===== config.mk =====
export PLATFORM = sky130hd
export DESIGN_NAME = chan_ready_pins
export DESIGN_NICKNAME = d
export VERILOG_FILES = /design/src/rtl/chan_rdy_pkg.sv /design/src/rtl/tx_ready_gen.sv /design/src/rtl/rx_ready_gen.sv /design/src/rtl/mf_out_sel.sv /design/src/rtl/chan_ready_pins.sv
export SDC_FILE = /design/constraint.sdc
export NUM_CORES = 1
export LEC_CHECK = 0
export ABC_AREA = 1
export BUFFER_PORTS_ARGS = -buffer_cell sky130_fd_sc_hd__buf_2
export CORE_AREA = 2 2 39 41
export DETAILED_ROUTE_END_ITERATION = 10
export DIE_AREA = 0 0 41 43
export MAX_ROUTING_LAYER = met4
export SLEW_MARGIN = 10
export SYNTH_ARGS = -nofsm -noshare
export SYNTH_HDL_FRONTEND = slang
export SYNTH_SLANG_ARGS = --single-unit
export TNS_END_PERCENT = 5

===== constraint.sdc =====
create_clock -name clk -period 1.66 [get_ports clk]
set_input_delay 0.083 -clock clk [delete_from_list [all_inputs] [get_ports clk]]
set_output_delay 0.083 -clock clk [all_outputs]
set_load 0.1 [all_outputs]

===== src/rtl/chan_rdy_pkg.sv =====
package chan_rdy_pkg;

  typedef enum logic [1:0] {
    MF_OP2     = 2'b00,
    MF_BAUD    = 2'b01,
    MF_RXRDY   = 2'b10,
    MF_OP2_ALT = 2'b11
  } mf_func_e;

  // transmit ready level, active low
  function automatic logic tx_ready_lvl(input logic blk, input int unsigned cnt,
                                        input logic full);
    if (blk) return full;
    return (cnt != 0);
  endfunction

  // next receive ready level, active low; cur is the held level
  function automatic logic rx_ready_nxt(input logic blk, input int unsigned cnt,
                                        input int unsigned trig, input logic tout,
                                        input logic cur);
    if (cnt == 0) return 1'b1;
    if (!blk) return 1'b0;
    if ((cnt >= trig) || tout) return 1'b0;
    return cur;
  endfunction

  // level for the non-receive functions of the shared pin
  function automatic logic mf_local(input mf_func_e f, input logic op2, input logic baud);
    if (f == MF_BAUD) return baud;
    return ~op2;
  endfunction

endpackage


===== src/rtl/tx_ready_gen.sv =====
module tx_ready_gen #(
  parameter int CNT_W = 5
) (
  input  logic             clk,
  input  logic             rst,
  input  logic             blk_mode,
  input  logic [CNT_W-1:0] tx_count,
  input  logic             tx_full,
  output logic             tx_ready_n
);
  import chan_rdy_pkg::*;

  always_ff @(posedge clk) begin
    if (rst) tx_ready_n <= 1'b1;
    else     tx_ready_n <= tx_ready_lvl(blk_mode, 32'(tx_count), tx_full);
  end
endmodule


===== src/rtl/rx_ready_gen.sv =====
module rx_ready_gen #(
  parameter int CNT_W = 5
) (
  input  logic             clk,
  input  logic             rst,
  input  logic             blk_mode,
  input  logic [CNT_W-1:0] rx_count,
  input  logic [CNT_W-1:0] rx_trig_level,
  input  logic             rx_timeout,
  output logic             rx_ready_n
);
  import chan_rdy_pkg::*;

  logic nxt_n;

  always_comb
    nxt_n = rx_ready_nxt(blk_mode, 32'(rx_count), 32'(rx_trig_level), rx_timeout, rx_ready_n);

  always_ff @(posedge clk) begin
    if (rst) rx_ready_n <= 1'b1;
    else     rx_ready_n <= nxt_n;
  end
endmodule


===== src/rtl/mf_out_sel.sv =====
module mf_out_sel (
  input  logic       clk,
  input  logic       rst,
  input  logic [1:0] mf_sel,
  input  logic       op2_ctl,
  input  logic       baud16_clk,
  input  logic       rx_ready_n,
  output logic       mf_out
);
  import chan_rdy_pkg::*;

  mf_func_e sel_q;
  logic     loc_q;

  always_ff @(posedge clk) begin
    if (rst) begin
      sel_q <= MF_OP2;
      loc_q <= 1'b1;
    end else begin
      sel_q <= mf_func_e'(mf_sel);
      loc_q <= mf_local(mf_func_e'(mf_sel), op2_ctl, baud16_clk);
    end
  end

  // both legs come from flops, so the pin follows the sampled inputs
  always_comb mf_out = (sel_q == MF_RXRDY) ? rx_ready_n : loc_q;
endmodule


===== src/rtl/chan_ready_pins.sv =====
module chan_ready_pins #(
  parameter int FIFO_DEPTH = 16,
  localparam int CNT_W = $clog2(FIFO_DEPTH + 1)
) (
  input  logic             clk,
  input  logic             rst,
  input  logic [CNT_W-1:0] tx_count,
  input  logic             tx_full,
  input  logic [CNT_W-1:0] rx_count,
  input  logic [CNT_W-1:0] rx_trig_level,
  input  logic             rx_timeout,
  input  logic             fifo_en,
  input  logic             dma_mode,
  input  logic             baud16_clk,
  input  logic             op2_ctl,
  input  logic [1:0]       mf_sel,
  output logic             tx_ready_n,
  output logic             mf_out
);

  logic blk_mode;      // block transfer mode in force
  logic rx_ready_n_w;  // receive ready level, active low

  assign blk_mode = fifo_en & dma_mode;

  tx_ready_gen #(.CNT_W(CNT_W)) u_tx (
    .clk(clk), .rst(rst), .blk_mode(blk_mode),
    .tx_count(tx_count), .tx_full(tx_full), .tx_ready_n(tx_ready_n)
  );

  rx_ready_gen #(.CNT_W(CNT_W)) u_rx (
    .clk(clk), .rst(rst), .blk_mode(blk_mode),
    .rx_count(rx_count), .rx_trig_level(rx_trig_level),
    .rx_timeout(rx_timeout), .rx_ready_n(rx_ready_n_w)
  );

  mf_out_sel u_mf (
    .clk(clk), .rst(rst), .mf_sel(mf_sel), .op2_ctl(op2_ctl),
    .baud16_clk(baud16_clk), .rx_ready_n(rx_ready_n_w), .mf_out(mf_out)
  );
endmodule


# [Yosys cells after proc, flatten, opt, wreduce, memory -nomap -nowiden]
# Cells that the tools add are included.
[word_totals] out_inout_bits=2 latch_bits=0 input_bits=25 romBits=0 mem_bits_rw=0 regBits=5 memories=0
[classes] n_bitwise=2 n_reduce_logical=4 div_mod_pow=0 muxes=21 n_lt_le_gt_ge=1 add_sub_neg=0 n_shift=0 mul=0 n_eq_ne=2
[op_table] operator="2-to-1 mux 1 bit" n=21
[op_table] operator=">= comparator 5 bit" n=1
[op_table] operator="logical NOT 5 bit" n=1
[op_table] operator="nonzero test 5 bit" n=1
[op_table] operator="nonzero test 3 bit" n=1
[op_table] operator="== test 2 x 1 -> 1 bit, second input constant" n=1
[op_table] operator="== test 2 bit, second input constant" n=1
[op_table] operator="AND 1 bit" n=1
[op_table] operator="logical OR 1 bit" n=1
[op_table] operator="inverter 1 bit" n=1

# [Depth between registers and ports, before layout]
# Gate-level depths: netlist of the first run.
[logic_depth] depth_word=8 depth_mapped=11 mapped_depth_nobuf=11

# [By module]
# From an unflattened synthesis of the first run, not the netlist that was laid out.
[hier_totals] hier_cells=59 hier_area_um2=360.3
[modules_own_cells] module="rx_ready_gen" cells_each=30 seq_area_each_um2=20.0 area_each_um2=180.2 n_inst=1
[modules_own_cells] module="mf_out_sel" cells_each=18 seq_area_each_um2=60.1 area_each_um2=120.1 n_inst=1
[modules_own_cells] module="tx_ready_gen" cells_each=9 seq_area_each_um2=20.0 area_each_um2=52.6 n_inst=1
[modules_own_cells] module="chan_ready_pins" cells_each=2 seq_area_each_um2=0.0 area_each_um2=7.5 n_inst=1

# [Worst setup path before layout of the first run]
# No wires, ideal clock.
[synth_timing] kind="reg-to-output" from="reg u_mf.sel_q[1]" to="out mf_out" setup_slack_ns=-0.381 t_arrival_ns=1.958 stages_incl_launch_ff=2 n_path_buf=0 t_required_ns=1.577 path_cell_list="dfxtp_1 -> a31oi_1"
[synth_between] elab_chain_cells=2
[synth_lines] item="start: declaration" line_no="mf_out_sel.sv:12" text="mf_func_e sel_q;"
[synth_lines] item="start signal: assignment" line_no="mf_out_sel.sv:20" text="sel_q <= mf_func_e'(mf_sel);"
[synth_lines] item="== test 2 bit" line_no="mf_out_sel.sv:26" text="always_comb mf_out = (sel_q == MF_RXRDY) ? rx_ready_n : loc_q;"
[synth_lines] item="2-to-1 mux 1 bit" line_no="mf_out_sel.sv:26"
[synth_lines] item="end: declaration" line_no="chan_ready_pins.sv:18" text="output logic mf_out"
# Every way passes these cells.

# [Worst setup path in the final report of the first run]
[layout_timing] from="reg u_mf.sel_q[0]" to="out mf_out"
# Same word-level chain as after synthesis.

==> key figures, run 1 <==
Setup path
  – Worst-path maximum fanout: 2
  – Critical-path cell list: inv_1 -> a21oi_1 -> a31oi_2 -> buf_2
  – Setup crit start kind: flop
  – Start point of the critical path: u_mf.sel_q[0]
  – CP top delay family: buffers and inverters
  – Largest stage delay on the critical path: 0.44 ns
  – CP endpoint kind: output port
  – WP data arrival: 1.23 ns
  – Crit path kind: reg2out
  – Max stage delay cell, worst path: buf_2
  – Worst path depth: 4
  – CP Buf/Inv Count: 2
  – Worst flop-to-flop path startpoint: u_rx.rx_ready_n
  – WP data required: 1.58 ns
  – Worst R2R Path Depth: 4

Pwr
  – Comb pwr share: 27.4%
  – Sw frac: 29.3%
  – Clk network pwr share: 37.3%
  – NetSw: 107 µW
  – Power density over the cells: 702 nW/µm²
  – Max rail drop VDD: 227 µV
  – Sequential power share: 35.3%
  – Leak pwr: 0.000320 µW
  – Internal cell power: 260 µW

Route
  – Drt wl/cell: 6.45 µm
  – Top Metal Used: met4
  – Drc violations: 0
  – Via count: 390
  – M1 WL: 251 µm
  – Routed vias/inst: 3.94
  – Iter 0 DRT Violations: 2
  – WL met2: 313 µm
  – Routed wire length: 639 µm
  – Metal3 WL: 53 µm
  – Iteration count of the initial detailed-routing pass: 2
  – Post-DRT Antenna Nets: 0

Global route
  – Initial antenna violation count: 0
  – Maximum number of pins on one net before global-route repair: 4
  – First-pass GRT wire length: 1270 µm
  – Vias in the first global route: 379
  – All-layer global routing usage: 10.5%
  – GRT Residual Overflow: 0

STA
  – Tcrit/Tclk final: 78.8%
  – Fmax: 764 MHz
  – Min Tclk post-route: 1.31 ns
  – Slew HR: 68.1%
  – RSZ-0062 raised after global routing: no
  – Final Hold Viols: 0
  – Sum of negative setup slack: 0 ns
  – Max-slew violation count: 0
  – Final setup fails: 0
  – Worst-Margin Slew: 0.482 ns
  – Fin Hold WS: 0.0316 ns
  – Final Skew: 0 ns

Placement
  – Gpl congestion: 0.607
  – Dpl cells: 95
  – Dpl hpwl: 605 µm
  – Port Buf Inserts: 26

Synth
  – Compound-Gate Fraction of Synth Area: 9.93%
  – Seq/Total Area, Yosys: 29.4%
  – Yosys warning count: 0
  – Largest family of logic cells by synthesized area: simple AND/OR/NAND/NOR gates
  – Syn nets: 83
  – Distinct cells, synth: 11
  – Synth Register Bits: 5
  – Syn avg cell area: 6.42 µm²
  – Post-synthesis cell count: 53
  – Post-Synth Simple-Gate Area: 26.8%
  – Mux cell area share after synthesis: 0%
  – Syn Std Cell Area: 340 µm²
  – XOR/XNOR Fraction of Synth Area: 0%
  – Post-synthesis adder-cell area fraction: 18.4%

Floorplanning
  – Die height: 43 µm
  – Starting density of the core: 24.6%
  – Core Footprint: 1380 µm²
  – Io pins: 27
  – Num rows: 14
  – Die area: 1760 µm²
  – Chip width: 41 µm

Clock network
  – Bufs on Longest Clock Path: 2
  – H-Tree Depth: 1
  – Setup Buffers After CTS: 0
  – CTS tree: built
  – Clk sinks: 5
  – Worst-path clk slew: 0.04 ns
  – Post_cts resized: 0
  – CTS root buf: clkbuf_4
  – Total CTS buffers: 3
  – Worst skew pair latency: 0.24 ns
  – # hold bufs at CTS: 0

Layout
  – Post-route non-filler standard cell count: 99
  – Area grow syn2layout: 53.7%
  – Layout cells sized above 1: 36.1%
  – Nets: 114
  – Diode count: 0

Min path
  – Hold path depth: 2
  – Hold_sp: rst
  – Path type of the worst min-delay path: in2reg

Run
  – Max-cap violations: 0

Outcome
  – Status: complete, no violations
[power by group through the flow]
| stage | clock network [µW] | logic [µW] | registers, µW |
|---|---|---|---|
| after floorplan | 0 | 54.6 | 140 |
| after global placement | 0 | 101 | 132 |
| after detailed placement | 0 | 102 | 132 |
| after CTS | 140 | 103 | 130 |
| after global routing | 149 | 116 | 130 |
| final | 137 | 101 | 130 |
[cells in the final DEF, fill, tap and decap left out]
cell type / count
a21oi_1: 2
a31oi_2: 1
buf_2: 26
clkbuf_1: 1
clkbuf_4: 3
dfxtp_1: 5
ha_1: 5
inv_1: 14
nand2_1: 13
nand3_1: 2
nor2_1: 7
nor4_1: 1
o211ai_1: 1
o21ai_0: 2
[area by class of cell]
cell class                 instances  area [µm²]
inverter                          14        52.6
timing repair buffer              26         130
clock buffer                       4        26.3
fill                             158         861
tap                               16        20.0
multi-input combinational         34         194
sequential                         5         100
[sequential cells by signal (all words and copies together), names as in the netlist]
signal	cells
u_tx.tx_ready_n	1
u_rx.rx_ready_n	1
u_mf.loc_q	1
u_mf.sel_q	2
[cell usage after synthesis (all sizes together)]
cell	count	area [µm²]
o211ai	1	7.51
ha	5	62.6
nor4	1	6.26
dfxtp	5	100
o21ai	2	10.0
a31oi	1	6.26
inv	14	52.6
nand3	2	10.0
a21oi	2	10.0
nor2	7	26.3
nand2	13	48.8
[through the flow]
step / total power (µW) / area, µm² / utilization (%) / worst slack [ns]
2_1_floorplan: 194 / 347 / - / 0.205
3_5_place_dp: 234 / 497 / 35.9 / 0.596
6_report: 367 / 523 / 37.8 / 0.352
5_1_grt: 395 / 523 / 37.8 / 0.285
3_3_place_gp: 233 / 497 / 35.9 / 0.602
4_1_cts: 372 / 523 / 37.8 / 0.344
[path summary, 6_finish.rpt]
| check | endpoint | slack, ns |
|---|---|---|
| worst max-delay path | mf_out | 0.35 |
| worst max register to register | u_rx.rx_ready_n | 0.91 |
| worst min-delay path | u_mf.sel_q[1] | 0.03 |
| worst min register to register | u_rx.rx_ready_n | 0.55 |
[logic make-up (layout without fill, tap and decap cells)]
logic type | count (synthesis) | after routing
flops | 5 | 5
simple gates | 23 | 23
buf+inv | 14 | 44
fa+ha+maj | 5 | 5
compound gates | 6 | 6
[routing by layer]
layer / up-vias / GRT usage [%]
met5: - / -
met4: 0 / 6.00
met3: 4 / 1.57
met2: 14 / 17.5
met1: 147 / 10.9
li1: 225 / -
No activity file was read; power rests on OpenSTA's default activity.
==> run 2: changes to the inputs <==
Clock period 1.66 ns to 1.2 ns, I/O delays scaled along.
==> run 2 against run 1 <==
  * Non-clock buffer count did not move
  * Count of clock-buffer cells in the layout stayed put
  * Global-route usage down 0.40 points
  * Final cell count unchanged
  * Worst hold slack got worse by 0.018 ns
  * Flip-flop and latch count stayed put
  * Clock power up 32%
  * Sequential share of layout area down 0.83 points
  * Worst setup slack got worse by 0.30 ns
==> key figures, run 2 (synthesis results as in run 1) <==
Outcome
  – Status: complete, no violations

Clock network
  – Total CTS buffers: 3 (unchanged)
  – H-Tree Depth: 1 (unchanged)
  – CTS tree: built
  – Worst skew pair latency: 0.23 ns (about the same)
  – Post_cts resized: 0 (unchanged)
  – Bufs on Longest Clock Path: 2 (unchanged)
  – Worst-path clk slew: 0.04 ns (about the same)
  – CTS root buf: clkbuf_4
  – Setup Buffers After CTS: 0 (unchanged)
  – Clk sinks: 5 (unchanged)
  – # hold bufs at CTS: 0 (unchanged)

Pwr
  – Power density over the cells: 947 nW/µm² (+35%)
  – Max rail drop VDD: 341 µV (+50%)
  – Leak pwr: 0.000328 µW (+2.5%)

Route
  – Routed wire length: 703 µm (+10%)
  – Routed vias/inst: 4.06 (+3.1%)
  – Via count: 402 (+3.1%)
  – Iteration count of the initial detailed-routing pass: 2 (unchanged)
  – Drc violations: 0 (unchanged)
  – Drt wl/cell: 7.10 µm (+10%)
  – Post-DRT Antenna Nets: 0 (unchanged)
  – Iter 0 DRT Violations: 1 (-1)

Setup path
  – CP endpoint kind: output port
  – Crit path kind: reg2out
  – Start point of the critical path: u_mf.sel_q[0]
  – Worst flop-to-flop path startpoint: u_rx.rx_ready_n
  – Critical-path cell list: inv_1 -> a21oi_1 -> a31oi_4 -> buf_12
  – CP Buf/Inv Count: 2 (unchanged)
  – Largest stage delay on the critical path: 0.29 ns (-0.15 ns)
  – CP top delay family: flip-flops
  – WP data required: 1.14 ns (-0.44 ns)
  – Max stage delay cell, worst path: dfxtp_1
  – Worst-path maximum fanout: 2 (unchanged)
  – WP data arrival: 1.09 ns (-0.14 ns)
  – Setup crit start kind: flop

STA
  – Final Hold Viols: 0 (unchanged)
  – Min Tclk post-route: 1.15 ns
  – RSZ-0062 raised after global routing: no
  – Slew HR: 68.0% (about the same)
  – Sum of negative setup slack: 0 ns (unchanged)
  – Max-slew violation count: 0 (unchanged)
  – Worst-Margin Slew: 0.483 ns (+0.000239 ns)
  – Final setup fails: 0 (unchanged)
  – Final Skew: 0 ns (unchanged)
  – Tcrit/Tclk final: 95.8%
  – Fmax: 870 MHz

Floorplanning
  – Num rows: 14 (unchanged)
  – Starting density of the core: 24.6% (unchanged)
  – Io pins: 27 (unchanged)
  – Die area: 1760 µm² (unchanged)
  – Chip width: 41 µm (unchanged)
  – Die height: 43 µm (unchanged)
  – Core Footprint: 1380 µm² (unchanged)

Layout
  – Fin util: 39.5% (+1.7 points)
  – Largest register FFs: 2 (unchanged)
  – Most common cell after layout, fill and taps aside: buf_2
  – Nets: 114 (unchanged)
  – Most frequent cells in the layout: buf_2 (25), inv_1 (14), nand2_1 (13), nor2_1 (7)
  – Biggest register: u_mf.sel_q
  – Diode count: 0 (unchanged)
  – Layout cells sized above 1: 36.1% (unchanged)
  – Area grow syn2layout: 60.7%

Global route
  – All-layer global routing usage: 10.1% (-0.40 points)
  – GRT Residual Overflow: 0 (unchanged)
  – Initial antenna violation count: 0 (unchanged)
  – Vias in the first global route: 365 (-3.7%)
  – First-pass GRT wire length: 1220 µm (-3.8%)
  – Maximum number of pins on one net before global-route repair: 4 (unchanged)

Run
  – Max-cap violations: 0 (unchanged)

Min path
  – Hold_sp: rst
  – Path type of the worst min-delay path: in2reg

Placement
  – Gpl congestion: 0.618 (+1.8%)
  – Port Buf Inserts: 26 (unchanged)
  – Dpl hpwl: 687 µm (+14%)
## run 2: changes by cell type in the layout (fill, tap and decap cells not counted)
cell / change
buf_12: +1
a31oi_4: +1
a31oi_2: -1
buf_2: -1
## run 2: final timing paths
| check | slack [ns] | cells after the start | end |
|---|---|---|---|
| worst max-delay path | 0.05 | 4 | mf_out |
| worst max register to register | 0.43 | 4 | u_rx.rx_ready_n |
| worst min-delay path | 0.01 | 2 | u_mf.sel_q[1] |
| worst min register to register | 0.59 | 4 | u_rx.rx_ready_n |
## run 2: metal layers
layer  global-route usage [%]  share of wire [%]
met2                     18.8                 56
met3                     1.57                6.5
met1                     9.32                 36
met4                     4.00                1.1
met5                        -                  0
## run 2: area by class of cell
type,count,area (µm²)
Multi-Input combinational cell,34,203
Clock buffer,4,26.3
Timing Repair Buffer,26,145
Fill cell,156,837
Inverter,14,52.6
Sequential cell,5,100
Tap cell,16,20.0
## run 2: per-stage QoR
| stage | hold slack [ns] | instances | setup WS [ns] | total power (µW) | cell area [µm²] |
|---|---|---|---|---|---|
| 3_5_place_dp | 0.252 | 95 | 0.191 | 343 | 520 |
| 4_1_cts | 0.0116 | 99 | 0.0372 | 528 | 547 |
| 2_1_floorplan | 0.131 | 53 | 0.0681 | 274 | 355 |
| 3_3_place_gp | 0.249 | 95 | 0.220 | 338 | 520 |
| 5_1_grt | 0.0148 | 99 | 0.0163 | 554 | 547 |
| 6_report | 0.0134 | 99 | 0.0506 | 518 | 547 |
## run 2: power by group
part	leakage [µW]	internal [µW]	total [µW]	switching, µW
registers	0.0000417	177	180	3.23
logic	0.000272	69.0	157	88.2
clock network	0.0000150	125	181	55.9
